===== src/rtl/refill_pkg.sv =====
package refill_pkg;

  typedef enum logic [1:0] {
    PH_IDLE   = 2'd0,
    PH_ADDR   = 2'd1,
    PH_ACCESS = 2'd2,
    PH_XFER   = 2'd3
  } phase_e;

  // Bus cycles one refill occupies for a given organisation.
  function automatic int refill_cycles(input bit banked, input int words,
                                       input int addr_cyc, input int lat,
                                       input int xfer);
    if (banked) return addr_cyc + lat + words * xfer;
    else        return addr_cyc + words * (lat + xfer);
  endfunction

  function automatic int max3(input int a, input int b, input int c);
    int m;
    m = (a > b) ? a : b;
    return (m > c) ? m : c;
  endfunction

  // Content model of main memory: a fixed hash of the word address.
  function automatic logic [63:0] mem_word(input logic [63:0] waddr);
    return (waddr * 64'h0000_0000_9E37_79B1) ^ 64'h0000_0000_5A5A_0000;
  endfunction

endpackage


===== src/rtl/refill_sequencer.sv =====
module refill_sequencer
  import refill_pkg::*;
#(
  parameter int BLOCK_WORDS = 4,
  parameter int ADDR_CYC    = 1,
  parameter int BANK_LAT    = 15,
  parameter int XFER_CYC    = 1,
  parameter bit INTERLEAVED = 1'b1
) (
  input  logic                           clk,
  input  logic                           rst_n,
  input  logic                           start,
  output phase_e                         phase,
  output logic [$clog2(BLOCK_WORDS)-1:0] word_idx,
  output logic                           access_end,
  output logic                           word_fire,
  output logic                           last_word
);

  localparam int IDX_W   = $clog2(BLOCK_WORDS);
  localparam int TMR_MAX = max3(ADDR_CYC, BANK_LAT, XFER_CYC);
  localparam int TMR_W   = $clog2(TMR_MAX + 1);

  phase_e             phase_q;
  logic [TMR_W-1:0]   tmr_q;
  logic [IDX_W-1:0]   idx_q;
  logic               tmr_zero;

  assign tmr_zero = (tmr_q == '0);

  always_ff @(posedge clk or negedge rst_n) begin
    if (!rst_n) begin
      phase_q <= PH_IDLE;
      tmr_q   <= '0;
      idx_q   <= '0;
    end else begin
      unique case (phase_q)
        PH_IDLE: begin
          if (start) begin
            phase_q <= PH_ADDR;
            tmr_q   <= TMR_W'(ADDR_CYC - 1);
            idx_q   <= '0;
          end
        end
        PH_ADDR: begin
          if (tmr_zero) begin
            phase_q <= PH_ACCESS;
            tmr_q   <= TMR_W'(BANK_LAT - 1);
          end else begin
            tmr_q <= tmr_q - 1'b1;
          end
        end
        PH_ACCESS: begin
          if (tmr_zero) begin
            phase_q <= PH_XFER;
            tmr_q   <= TMR_W'(XFER_CYC - 1);
          end else begin
            tmr_q <= tmr_q - 1'b1;
          end
        end
        PH_XFER: begin
          if (tmr_zero) begin
            if (last_word) begin
              phase_q <= PH_IDLE;
            end else begin
              idx_q <= idx_q + 1'b1;
              if (INTERLEAVED) begin
                phase_q <= PH_XFER;
                tmr_q   <= TMR_W'(XFER_CYC - 1);
              end else begin
                phase_q <= PH_ACCESS;
                tmr_q   <= TMR_W'(BANK_LAT - 1);
              end
            end
          end else begin
            tmr_q <= tmr_q - 1'b1;
          end
        end
        default: phase_q <= PH_IDLE;
      endcase
    end
  end

  assign phase      = phase_q;
  assign word_idx   = idx_q;
  assign access_end = (phase_q == PH_ACCESS) && tmr_zero;
  assign word_fire  = (phase_q == PH_XFER) && tmr_zero;
  assign last_word  = (idx_q == IDX_W'(BLOCK_WORDS - 1));

endmodule


===== src/rtl/refill_banks.sv =====
module refill_banks #(
  parameter int BLOCK_WORDS = 4,
  parameter int DATA_W      = 32,
  parameter int BLK_W       = 28,
  parameter bit INTERLEAVED = 1'b1
) (
  input  logic                           clk,
  input  logic                           rst_n,
  input  logic                           fetch,
  input  logic [BLK_W-1:0]               blk,
  input  logic [$clog2(BLOCK_WORDS)-1:0] idx,
  output logic [DATA_W-1:0]              rd_data
);

  localparam int IDX_W = $clog2(BLOCK_WORDS);

  function automatic logic [DATA_W-1:0] word_at(input logic [BLK_W-1:0] b,
                                                input logic [IDX_W-1:0] i);
    return DATA_W'(refill_pkg::mem_word(64'({b, i})));
  endfunction

  generate
    if (INTERLEAVED) begin : g_banked
      logic [DATA_W-1:0] bank_rd [BLOCK_WORDS];
      for (genvar b = 0; b < BLOCK_WORDS; b++) begin : g_bank
        logic [DATA_W-1:0] bank_q;
        // Every bank completes its access on the same edge.
        always_ff @(posedge clk or negedge rst_n) begin
          if (!rst_n)     bank_q <= '0;
          else if (fetch) bank_q <= word_at(blk, IDX_W'(b));
        end
        assign bank_rd[b] = bank_q;
      end
      assign rd_data = bank_rd[idx];
    end else begin : g_narrow
      logic [DATA_W-1:0] word_q;
      // One word-wide memory: each access delivers only the current word.
      always_ff @(posedge clk or negedge rst_n) begin
        if (!rst_n)     word_q <= '0;
        else if (fetch) word_q <= word_at(blk, idx);
      end
      assign rd_data = word_q;
    end
  endgenerate

endmodule


===== src/rtl/refill_penalty_counter.sv =====
module refill_penalty_counter #(
  parameter int CNT_W = 16
) (
  input  logic             clk,
  input  logic             rst_n,
  input  logic             busy,
  input  logic             done,
  output logic [CNT_W-1:0] last_cycles
);

  logic [CNT_W-1:0] run_q;
  logic [CNT_W-1:0] last_q;

  always_ff @(posedge clk or negedge rst_n) begin
    if (!rst_n) begin
      run_q  <= '0;
      last_q <= '0;
    end else if (busy) begin
      if (done) begin
        last_q <= run_q + 1'b1;
        run_q  <= '0;
      end else begin
        run_q <= run_q + 1'b1;
      end
    end
  end

  assign last_cycles = last_q;

endmodule


===== src/rtl/block_refill_ctrl.sv =====
module block_refill_ctrl
  import refill_pkg::*;
#(
  parameter int BLOCK_WORDS = 4,
  parameter int DATA_W      = 32,
  parameter int BLK_W       = 28,
  parameter int ADDR_CYC    = 1,
  parameter int BANK_LAT    = 15,
  parameter int XFER_CYC    = 1,
  parameter int CNT_W       = 16,
  parameter bit INTERLEAVED = 1'b1,
  localparam int IDX_W      = $clog2(BLOCK_WORDS)
) (
  input  logic              clk,
  input  logic              rst_n,
  input  logic              req_valid,
  input  logic [BLK_W-1:0]  req_blk,
  output logic              busy,
  output logic              rd_valid,
  output logic [IDX_W-1:0]  rd_idx,
  output logic [DATA_W-1:0] rd_data,
  output logic              done,
  output logic [CNT_W-1:0]  last_cycles
);

  phase_e            phase;
  logic              start;
  logic              access_end;
  logic              word_fire;
  logic              last_word;
  logic [IDX_W-1:0]  word_idx;
  logic [BLK_W-1:0]  held_base;
  logic [DATA_W-1:0] bank_data;

  assign busy  = (phase != PH_IDLE);
  assign start = req_valid && !busy;

  always_ff @(posedge clk or negedge rst_n) begin
    if (!rst_n)     held_base <= '0;
    else if (start) held_base <= req_blk;
  end

  refill_sequencer #(
    .BLOCK_WORDS (BLOCK_WORDS),
    .ADDR_CYC    (ADDR_CYC),
    .BANK_LAT    (BANK_LAT),
    .XFER_CYC    (XFER_CYC),
    .INTERLEAVED (INTERLEAVED)
  ) seq_u (
    .clk        (clk),
    .rst_n      (rst_n),
    .start      (start),
    .phase      (phase),
    .word_idx   (word_idx),
    .access_end (access_end),
    .word_fire  (word_fire),
    .last_word  (last_word)
  );

  refill_banks #(
    .BLOCK_WORDS (BLOCK_WORDS),
    .DATA_W      (DATA_W),
    .BLK_W       (BLK_W),
    .INTERLEAVED (INTERLEAVED)
  ) banks_u (
    .clk     (clk),
    .rst_n   (rst_n),
    .fetch   (access_end),
    .blk     (held_base),
    .idx     (word_idx),
    .rd_data (bank_data)
  );

  refill_penalty_counter #(
    .CNT_W (CNT_W)
  ) pen_u (
    .clk         (clk),
    .rst_n       (rst_n),
    .busy        (busy),
    .done        (done),
    .last_cycles (last_cycles)
  );

  assign rd_valid = word_fire;
  assign rd_idx   = word_idx;
  assign rd_data  = word_fire ? bank_data : '0;
  assign done     = word_fire && last_word;

endmodule


===== config.mk =====
export PLATFORM = sky130hd
export DESIGN_NAME = block_refill_ctrl
export DESIGN_NICKNAME = d
export VERILOG_FILES = /design/src/rtl/refill_pkg.sv /design/src/rtl/refill_sequencer.sv /design/src/rtl/refill_banks.sv /design/src/rtl/refill_penalty_counter.sv /design/src/rtl/block_refill_ctrl.sv
export SDC_FILE = /design/constraint.sdc
export NUM_CORES = 1
export LEC_CHECK = 0
export BUFFER_PORTS_ARGS = -buffer_cell sky130_fd_sc_hd__buf_2
export CORE_AREA = 2 2 208 210
export CTS_BUF_LIST = sky130_fd_sc_hd__clkbuf_16
export DETAILED_ROUTE_END_ITERATION = 7
export DIE_AREA = 0 0 210 212
export GPL_ROUTABILITY_DRIVEN = 0
export MAX_ROUTING_LAYER = met4
export PLACE_DENSITY = 0.77
export SETUP_SLACK_MARGIN = 0.4
export SLEW_MARGIN = 10
export SYNTH_ARGS = -nofsm -noshare
export SYNTH_HDL_FRONTEND = slang
export SYNTH_HIERARCHICAL = 1
export SYNTH_SLANG_ARGS = --single-unit

===== constraint.sdc =====
create_clock -name clk -period 8.52 [get_ports clk]
set_clock_uncertainty 0.05 [all_clocks]
set_input_delay 0 -clock clk [delete_from_list [all_inputs] [get_ports clk]]
set_output_delay 0 -clock clk [all_outputs]
set_load 0.01 [all_outputs]

# Word level (Yosys, flattened, before mapping)
# Index checks and enable logic that the tools add are counted.
[totals]
ff_bits = 193
elab_cells = 67
[op_classes]
add_sub_neg = 3
n_mul = 4
order_cmp = 1
eq_ne = 10
mux = 21
bitwise = 5
n_reduce_logical = 13
[op_table]
columns = ["cell", "n"]
rows = [
  ["$mux 32", 3],
  ["$bmux 32 s2", 1],
  ["$mul 30x32->32 const B", 2],
  ["$mul 28x32->30 const B", 1],
  ["$mul 29x32->31 const B", 1],
  ["$not 8->8", 4],
  ["$mux 4", 5],
  ["$add 16x1->16 const B", 1],
  ["$mux 16", 1],
  ["$mux 2", 8],
  ["$pmux 4 s4", 1],
  ["$ne 2x1->1 const B", 4],
  ["$pmux 2 s4", 1],
  ["$reduce_and 4->1", 2],
  ["$eq 2x2->1 const B", 3],
  ["$logic_and 1x1->1", 4],
  ["$logic_not 4->1", 1],
  ["$pmux 2 s2", 1],
  ["$reduce_and 2->1", 2],
  ["$reduce_bool 2->1", 2],
  ["$sub 4x1->4 const B", 1],
  ["$ge 3x3->1 const B", 1],
  ["$ne 3x3->1 const B", 1],
  ["$not 2->3", 1],
  ["5 further kinds", 5],
]

# Logic depth before layout (Yosys ltp)
# Gate-level depths: netlist (run 1).
[depth]
depth_word = 5
mapped_depth = 27
depth_no_buf = 27

# Hierarchy
# The synthesis (run 1) kept the hierarchy.
[by_module_without_submodules]
columns = ["module", "instances", "cells_each", "area_per_inst_um2", "seq_area_each_um2"]
rows = [
  ["refill_banks", 1, 1938, 19645.1, 2827.7],
  ["refill_penalty_counter", 1, 176, 1674.1, 800.8],
  ["block_refill_ctrl", 1, 97, 1286.2, 700.7],
  ["refill_sequencer", 1, 50, 467.9, 200.2],
]

# Worst setup path before layout (run 1)
# Ideal clock, no wire load.
[synth_path]
kind = "register to register"
from = "reg held_base[0]"
to = "reg banks_u.g_banked.g_bank[1].bank_q[31]"
setup_ps = 125
arrival_ps = 7423
t_required_ps = 8345
setup_slack_ps = 922
path_stages_with_launch = 19
path_cell_list = "dfrtp_1 -> inv_1 -> fa_1 -> inv_1 -> fa_1 -> fa_1 -> inv_1 -> fa_1 -> inv_1 -> ha_1 -> ha_1 -> and3_1 -> and4_1 -> a221oi_1 -> o21ai_0 -> o41ai_1 -> o21ai_0 -> xnor2_1 -> mux2_2"
[synth_between]
elab_chain_cells = 1
[synth_rtl]
columns = ["item", "line_no", "source"]
rows = [
  ["start, declared", "block_refill_ctrl.sv:32", "logic [BLK_W-1:0] held_base;"],
  ["start signal, assigned", "block_refill_ctrl.sv:40", "else if (start) held_base <= req_blk;"],
  ["$mul 30x32->32", "refill_pkg.sv:26", "return (waddr * 64'h0000_0000_9E37_79B1) ^ 64'h0000_0000_5A5A_0000;"],
  ["end signal, assigned", "refill_banks.sv:30", "else if (fetch) bank_q <= word_at(blk, IDX_W'(b));"],
  ["end, declared", "refill_banks.sv:26", "logic [DATA_W-1:0] bank_q;"],
]
# No other way between the ends.
# A chain may end at the register's enable or synchronous reset.

# Worst setup path after layout (run 1)
[layout_path]
from = "reg held_base[3]"
to = "reg banks_u.g_banked.g_bank[1].bank_q[31]"
# The elaborated chain is that of the path after synthesis.

==> results of run 1 <==
==> layout make-up <==
| class | instances | area (µm²) |
|---|---|---|
| inverter | 533 | 2000 |
| multi-input combinational | 1497 | 16300 |
| sequential | 181 | 4530 |
| tap | 546 | 683 |
| clock buffer | 17 | 425 |
| fill | 3526 | 17600 |
| timing repair buffer | 124 | 815 |
| clock inverter | 15 | 166 |
==> path summary, 6_finish.rpt <==
path                       slack [ns]                             start  cells after the start                                                 to
min in group clk                 0.19                       req_blk[21]                      3                          held_base[21]$_DFFE_PN0P_
max in group asynchronous        7.07                             rst_n                      3                      seq_u/word_idx[0]$_DFFE_PN0P_
hold / removal                   0.06                             rst_n                      2                   pen_u/last_cycles[8]$_DFFE_PN0P_
hold reg to reg                  0.44  pen_u/last_cycles[8]$_DFFE_PN0P_                      2                   pen_u/last_cycles[8]$_DFFE_PN0P_
setup / recovery                 0.79          held_base[3]$_DFFE_PN0P_                     20  banks_u/g_banked.g_bank[1].bank_q[31]$_DFFE_PN0P_
setup reg to reg                 0.79          held_base[3]$_DFFE_PN0P_                     20  banks_u/g_banked.g_bank[1].bank_q[31]$_DFFE_PN0P_
==> logic make-up (layout without fill, tap and decap cells) <==
| group | after synthesis | in the layout |
|---|---|---|
| and+or+nand+nor | 305 | 305 |
| muxes | 136 | 136 |
| DFF | 181 | 181 |
| adders and majority gates | 602 | 602 |
| buffers and inverters | 583 | 689 |
| AOI/OAI and AO/OA | 307 | 307 |
| xor gates and xnor gates | 147 | 147 |
==> critical path, delay by kind of cell (launching register included) <==
kind	cells	cell delay [ns]
fa+ha+maj	9	4.61
compound gates	4	1.25
flops	1	0.54
simple gates	2	0.52
mux	1	0.27
buf+inv	3	0.24
xor+xnor	1	0.15
==> metal layers <==
| layer | wire [µm] | GRT usage [%] |
|---|---|---|
| met1 | 22100 | 32.5 |
| met2 | 27700 | 46.8 |
| met3 | 2210 | 3.29 |
| met4 | 2140 | 11.0 |
| met5 | 0 | - |
==> state kept, by name, indices dropped and copies added, names as in the netlist <==
signal and flops:
pen_u/run_q 16, held_base 28, seq_u/tmr_q 4, seq_u/word_idx 2, banks_u/g_banked.g_bank.bank_q 113, pen_u/last_cycles 16, seq_u/phase 2
==> through the flow <==
| step | cell area (µm²) | setup slack, ns |
|---|---|---|
| finish | 25000 | 0.785 |
| global route | 25000 | 0.450 |
| CTS | 25000 | 0.813 |
| detailed placement | 24100 | 0.822 |
| global placement | 24100 | 1.03 |
| floorplan | 23100 | 0.922 |
==> cells in the mapped netlist (all sizes together) (9+ instances only) <==
| library cell | instances | share of area [%] |
|---|---|---|
| mux2i | 9 | 0.39 |
| fa | 280 | 24 |
| mux4 | 27 | 2.6 |
| nor2 | 93 | 1.5 |
| nand4 | 9 | 0.24 |
| nand3 | 23 | 0.52 |
| o21bai | 11 | 0.36 |
| nand2 | 63 | 1.0 |
| and2 | 41 | 1.1 |
| o31ai | 10 | 0.33 |
| xor2 | 34 | 1.3 |
| o21ai | 68 | 1.5 |
| ha | 322 | 17 |
| nand2b | 14 | 0.38 |
| clkbuf | 34 | 0.57 |
| and3 | 10 | 0.28 |
| inv | 533 | 8.7 |
| a21o | 46 | 1.5 |
| nor3 | 16 | 0.39 |
| dfrtp | 181 | 20 |
| o21a | 9 | 0.30 |
| buf | 16 | 0.43 |
| a21oi | 96 | 2.1 |
| xnor2 | 112 | 4.3 |
| mux2 | 100 | 4.9 |
==> what timing repair did <==
item,in CTS,in global routing
buffers inserted,0,0
hold buffers,29,0
endpoints found under the hold margin,96,0
==> qor.log, run 1 <==
qor: global_route.grtUsageTotal 27.1%
qor: global_route.grt_antenna_before_repair 0
qor: worst_setup_path.cell_by_cell_trace_of_the_critical_path fa_1 > inv_1 > fa_1 > fa_1 > inv_1 > ha_1 > fa_1 > fa_1 > inv_1 > fa_1 > fa_1 > ha_1 > and3_1 > and4_1 > a221oi_1 > o21ai_0 > o41ai_1 > o21ai_0 > xnor2_1 > mux2_2
qor: cts.clock_pin_slew_worst_setup_and_hold_paths 0.09 ns
qor: worst_setup_path.critical_path.max_stage_delay 0.76 ns
qor: worst_setup_path.worst_ep_arrival_time 8.07 ns
qor: job.maxcap_viol_count 0
qor: layout.final_cell_count_no_fill 2913
qor: global_route.global_route_wire_length_before_repair 90000 µm
qor: cts.cts_tree yes
qor: timing.report.final.hold_viol_count 0
qor: global_route.largest_net_degree_at_the_start_of_global_routing 154
qor: layout.final_nets 2987
qor: detailed_routing.drt-total-wl 54100 µm
qor: detailed_routing.routedWlPerCell 18.6 µm
qor: cts.cts.htree.levels 4
qor: yosys.yosysWarningCount 6
qor: yosys.synth_top_flop_cell dfrtp_1
qor: detailed_routing.post_route_antenna_net_violation_count 0
qor: detailed_routing.num_vias 15991
qor: timing.min_period_over_period 90.8%
qor: timing.normalized_max_slew_margin 26.5%
qor: timing.worst_pin_slew 1.10 ns
qor: cts.numClockSinks 181
qor: worst_setup_path.cp_slowest_cell fa_1
qor: detailed_routing.route.detailed.vias_per_inst 5.49
qor: yosys.synth_nets 2894
qor: layout.layout.cells.most_common_list 534 x inv_1, 322 x ha_1, 280 x fa_1
qor: timing.finalMaxSlewViolations 0
qor: worst_setup_path.crit_path_max_fanout 11
qor: yosys.post_synth_fa_ha_maj_area_fraction 41.8%
qor: run_status.status finished, final reports clean
qor: cts.cts_resized 0
qor: yosys.synth_mux_area_share 7.91%
qor: floorplanning.die_x 210 µm
qor: global_route.grt_pass1_vias 17625
qor: yosys.synth_cell_types 84
qor: worst_setup_path.crit_required 8.86 ns
qor: layout.fin_util 58.7%
qor: worst_setup_path.crit_top_cell fa_1
qor: worst_setup_path.timing_worst_setup_path_type register to register
qor: yosys.synth-edff-count 0
qor: floorplanning.boundary_pins 84
qor: timing.layout_min_cycle_time 7.73 ns
qor: place.placement.io_buffers 83
qor: yosys.synth_simple_gate_area_share 6.76%
qor: place.place.detailed.instances 2852
qor: worst_setup_path.worstSetupEndpointType register
qor: timing.max_freq 129 MHz
qor: timing.final.hold.worst_slack 0.0561 ns
qor: yosys.synth_top_family_by_area adder cells
qor: yosys.yosysSeqAreaShare 19.6%
qor: timing.unrepaired_setup_endpoints_after_global_routing false
qor: detailed_routing.dr.first_iter.drc_count 979
qor: floorplanning.area_enclosed_by_the_die_boundary 44500 µm²
qor: detailed_routing.post-route-drc-count 0
qor: place.hpwlAfterDp 44200 µm
qor: floorplanning.die_y_extent 212 µm
qor: layout.area_delta_synth_final 8.13%
qor: timing.final-setup-viol-count 0
qor: timing.tns 0 ns
qor: floorplanning.std_cell_rows 76
qor: yosys.synth.cell_area 23100 µm²
qor: yosys.synth_cells 2261
qor: cts.clk_latency 0.49 ns
qor: cts.clock_buffer_depth 2
qor: yosys.synth_seq_cells 181
qor: cts.clock-root-buffer clkbuf_16
qor: yosys.xor_and_xnor_fraction_of_the_mapped_netlist_area 5.67%
qor: floorplanning.starting_density_of_the_core 54.3%
qor: worst_hold_path.holdCritPathClass primary input to asynchronous set/reset pin
qor: floorplanning.core-area 42500 µm²
qor: detailed_routing.drt_pre_antenna_iters 5
qor: cts.cts_buffers 17
qor: yosys.synth-compound-area-share 8.61%
qor: yosys.syn_area_per_cell 10.2 µm²
qor: layout.leading_cell_type_in_the_layout_fill_and_taps_excluded inv_1
qor: worst_setup_path.worst_setup_path_start_kind register
qor: layout.n_antenna_cell 0
qor: global_route.grt-ovfl-total 0
qor: layout.layout_cell_share_with_drive_strength_beyond_1 11.6%
qor: yosys.async_reset_ff_share 100%
Power of run 1 is not shown: default switching activity piles up to over one toggle a cycle in this logic, so the estimate is an artifact.
==> run 2, diff against run 1 <==
--- a/config.mk
+++ b/config.mk
@@ -13,6 +13,7 @@
 export GPL_ROUTABILITY_DRIVEN = 0
 export MAX_ROUTING_LAYER = met4
 export PLACE_DENSITY = 0.77
+export REMOVE_ABC_BUFFERS = 1
 export SETUP_SLACK_MARGIN = 0.4
 export SLEW_MARGIN = 10
 export SYNTH_ARGS = -nofsm -noshare
==> qor.log, run 2 (synthesized netlist as in run 1, its figures left out) <==
qor: detailed_routing.dr.first_iter.drc_count 1041 [+6.3%]
qor: worst_setup_path.timing.rr.start held_base[1]$_DFFE_PN0P_
qor: layout.layout.area.seq 4530 µm² [unchanged]
qor: run_status.status finished, final reports clean
qor: worst_setup_path.r2r.worst_path.cells 20 [unchanged]
qor: detailed_routing.post-route-drc-count 0 [unchanged]
qor: worst_setup_path.timing_worst_setup_path_type register to register
qor: global_route.grt-ovfl-total 0 [unchanged]
qor: detailed_routing.route.detailed.vias_per_inst 5.52 [+0.60%]
qor: place.place.detailed.instances 2853 [+0.035%]
qor: floorplanning.die_x 210 µm [unchanged]
qor: layout.final_nets 2989 [+0.067%]
qor: cts.cts_tree yes
qor: floorplanning.std_cell_rows 76 [unchanged]
qor: cts.clk_latency 0.49 ns [about the same]
qor: timing.worst_pin_slew 0.969 ns [-0.132 ns]
qor: detailed_routing.routedWlPerCell 18.8 µm [+1.0%]
qor: timing.report.final.hold_viol_count 0 [unchanged]
qor: cts.clock_buffer_depth 2 [unchanged]
qor: worst_setup_path.ff2ff_setup_slack 0.82 ns [+0.04 ns]
qor: worst_setup_path.setup.worst_path.end banks_u/g_banked.g_bank[1].bank_q[31]$_DFFE_PN0P_
qor: cts.cts_buffers 17 [unchanged]
qor: floorplanning.core-area 42500 µm² [unchanged]
qor: place.hpwlAfterDp 44400 µm [+0.50%]
qor: timing.finalMaxSlewViolations 0 [unchanged]
qor: worst_setup_path.critical_path.max_stage_delay 0.82 ns [+0.06 ns]
qor: layout.final_cell_count_no_fill 2914 [+0.034%]
qor: cts.clock_pin_slew_worst_setup_and_hold_paths 0.07 ns [-0.02 ns]
qor: worst_setup_path.worst_ep_arrival_time 8.03 ns [-0.04 ns]
qor: layout.fin_util 58.8% [+0.077 points]
qor: layout.n_antenna_cell 0 [unchanged]
qor: global_route.grtUsageTotal 27.2% [+0.14 points]
qor: global_route.global_route_wire_length_before_repair 90400 µm [+0.43%]
qor: global_route.grt_pass1_vias 17561 [-0.36%]
qor: job.maxcap_viol_count 0 [unchanged]
qor: place.place_worst_setup_slack 0.787 ns [-0.0350 ns]
qor: floorplanning.boundary_pins 84 [unchanged]
qor: worst_setup_path.crit_path_max_fanout 10 [-1]
qor: floorplanning.starting_density_of_the_core 54.3% [unchanged]
qor: place.placement.io_buffers 83 [unchanged]
qor: layout.n_fill_cell 3430 [-2.7%]
qor: floorplanning.area_enclosed_by_the_die_boundary 44500 µm² [unchanged]
qor: layout.layout_top_registers banks_u/g_banked.g_bank.bank_q: 113 flops, held_base: 28 flops
qor: cts.cts.htree.levels 4 [unchanged]
qor: worst_setup_path.worstSetupEndpointType register
qor: timing.normalized_max_slew_margin 35.4% [+8.9 points]
qor: timing.unrepaired_setup_endpoints_after_global_routing false
qor: timing.layout_min_cycle_time 7.70 ns [-0.0381 ns]
qor: detailed_routing.drt-total-wl 54700 µm [+1.1%]
qor: timing.final-setup-viol-count 0 [unchanged]
qor: layout.multi_input_comb_area 16300 µm² [about the same]
qor: worst_setup_path.worst_setup_path_start_kind register
qor: detailed_routing.drt_pre_antenna_iters 6 [+1]
qor: layout.area_delta_synth_final 8.27%
qor: worst_hold_path.holdCritPathClass primary input to asynchronous set/reset pin
qor: worst_setup_path.cp_slowest_cell fa_1
qor: global_route.grt_antenna_before_repair 0 [unchanged]
qor: timing.worst_slack 0.824 ns [+0.0381 ns]
qor: timing.tns 0 ns [unchanged]
qor: worst_setup_path.crit_top_cell fa_1
qor: global_route.largest_net_degree_at_the_start_of_global_routing 87 [-44%]
qor: timing.min_period_over_period 90.3% [-0.45 points]
qor: layout.largest_register_ff_count 113 [unchanged]
qor: timing.max_freq 130 MHz [+0.50%]
qor: worst_setup_path.timing.rr.end banks_u/g_banked.g_bank[1].bank_q[31]$_DFFE_PN0P_
qor: floorplanning.die_y_extent 212 µm [unchanged]
qor: detailed_routing.post_route_antenna_net_violation_count 0 [unchanged]
qor: layout.largest_register banks_u/g_banked.g_bank.bank_q
qor: detailed_routing.num_vias 16092 [+0.63%]
qor: worst_setup_path.cell_by_cell_trace_of_the_critical_path fa_1 > inv_1 > fa_1 > fa_1 > inv_1 > ha_1 > fa_1 > fa_1 > inv_1 > fa_1 > fa_1 > ha_1 > and3_1 > and4_1 > a221oi_1 > o21ai_0 > o41ai_2 > o21ai_0 > xnor2_1 > mux2_2
qor: worst_setup_path.cp-startpoint held_base[1]$_DFFE_PN0P_
qor: layout.leading_cell_type_in_the_layout_fill_and_taps_excluded inv_1
qor: layout.layout.cells.most_common_list 533 x inv_1, 322 x ha_1, 280 x fa_1
qor: cts.numClockSinks 181 [unchanged]
qor: cts.clock-root-buffer clkbuf_16
qor: worst_setup_path.crit_required 8.85 ns [about the same]
qor: layout.layout_cell_share_with_drive_strength_beyond_1 11.7% [+0.12 points]
run 2: timing repair:
action                                 4_1_cts  5_1_grt
setup buffers                                0        0
hold buffers                                30        0
setup endpoints to repair                    0        1
resized for setup                            0        1
endpoints found under the hold margin       81        0
run 2: metal layers:
metal / wire length, µm / vias to the layer above / track usage [%]
met3: 2910 / 128 / 5.08
met4: 2110 / 0 / 11.6
met1: 21900 / 8080 / 32.0
met2: 27700 / 451 / 46.1
li1: - / 7433 / -
met5: 0 / - / -
run 2: critical path: cells and delay by family (launching register included):
family,cells,cell delay [ns]
compound gates,4,1.13
xor+xnor,1,0.15
fa+ha+maj,9,4.70
buf+inv,3,0.27
flops,1,0.52
mux,1,0.27
simple gates,2,0.51
run 2: cell type report:
type | instances | area share (%)
Tap cell | 546 | 2.73
Multi-Input combinational cell | 1497 | 65.4
Inverter | 533 | 8.01
Timing Repair Buffer | 126 | 3.36
Clock inverter | 14 | 0.666
Clock buffer | 17 | 1.70
Sequential cell | 181 | 18.1
run 2: how the worst min path moves through the flow:
stage	start	to	slack, ns	cells after the start
6_report	rst_n	banks_u/g_banked.g_bank[2].bank_q[10]$_DFFE_PN0P_	0.06	3
5_1_grt	rst_n	banks_u/g_banked.g_bank[0].bank_q[10]$_DFFE_PN0P_	0.09	3
4_1_cts	rst_n	banks_u/g_banked.g_bank[2].bank_q[10]$_DFFE_PN0P_	0.05	3
3_5_place_dp	rst_n	banks_u/g_banked.g_bank[2].bank_q[10]$_DFFE_PN0P_	-0.07	1
3_3_place_gp	rst_n	banks_u/g_banked.g_bank[2].bank_q[10]$_DFFE_PN0P_	-0.07	1
2_1_floorplan	rst_n	banks_u/g_banked.g_bank[0].bank_q[10]$_DFFE_PN0P_	-0.35	0
run 2: stage by stage:
step           cell area (µm²)  hold WS (ns)
3_3_place_gp             24100       -0.0722
6_report                 25000        0.0588
3_5_place_dp             24100       -0.0690
5_1_grt                  25000        0.0873
2_1_floorplan            22800        -0.346
4_1_cts                  25000        0.0477
Power of run 2 is left out for the same reason.
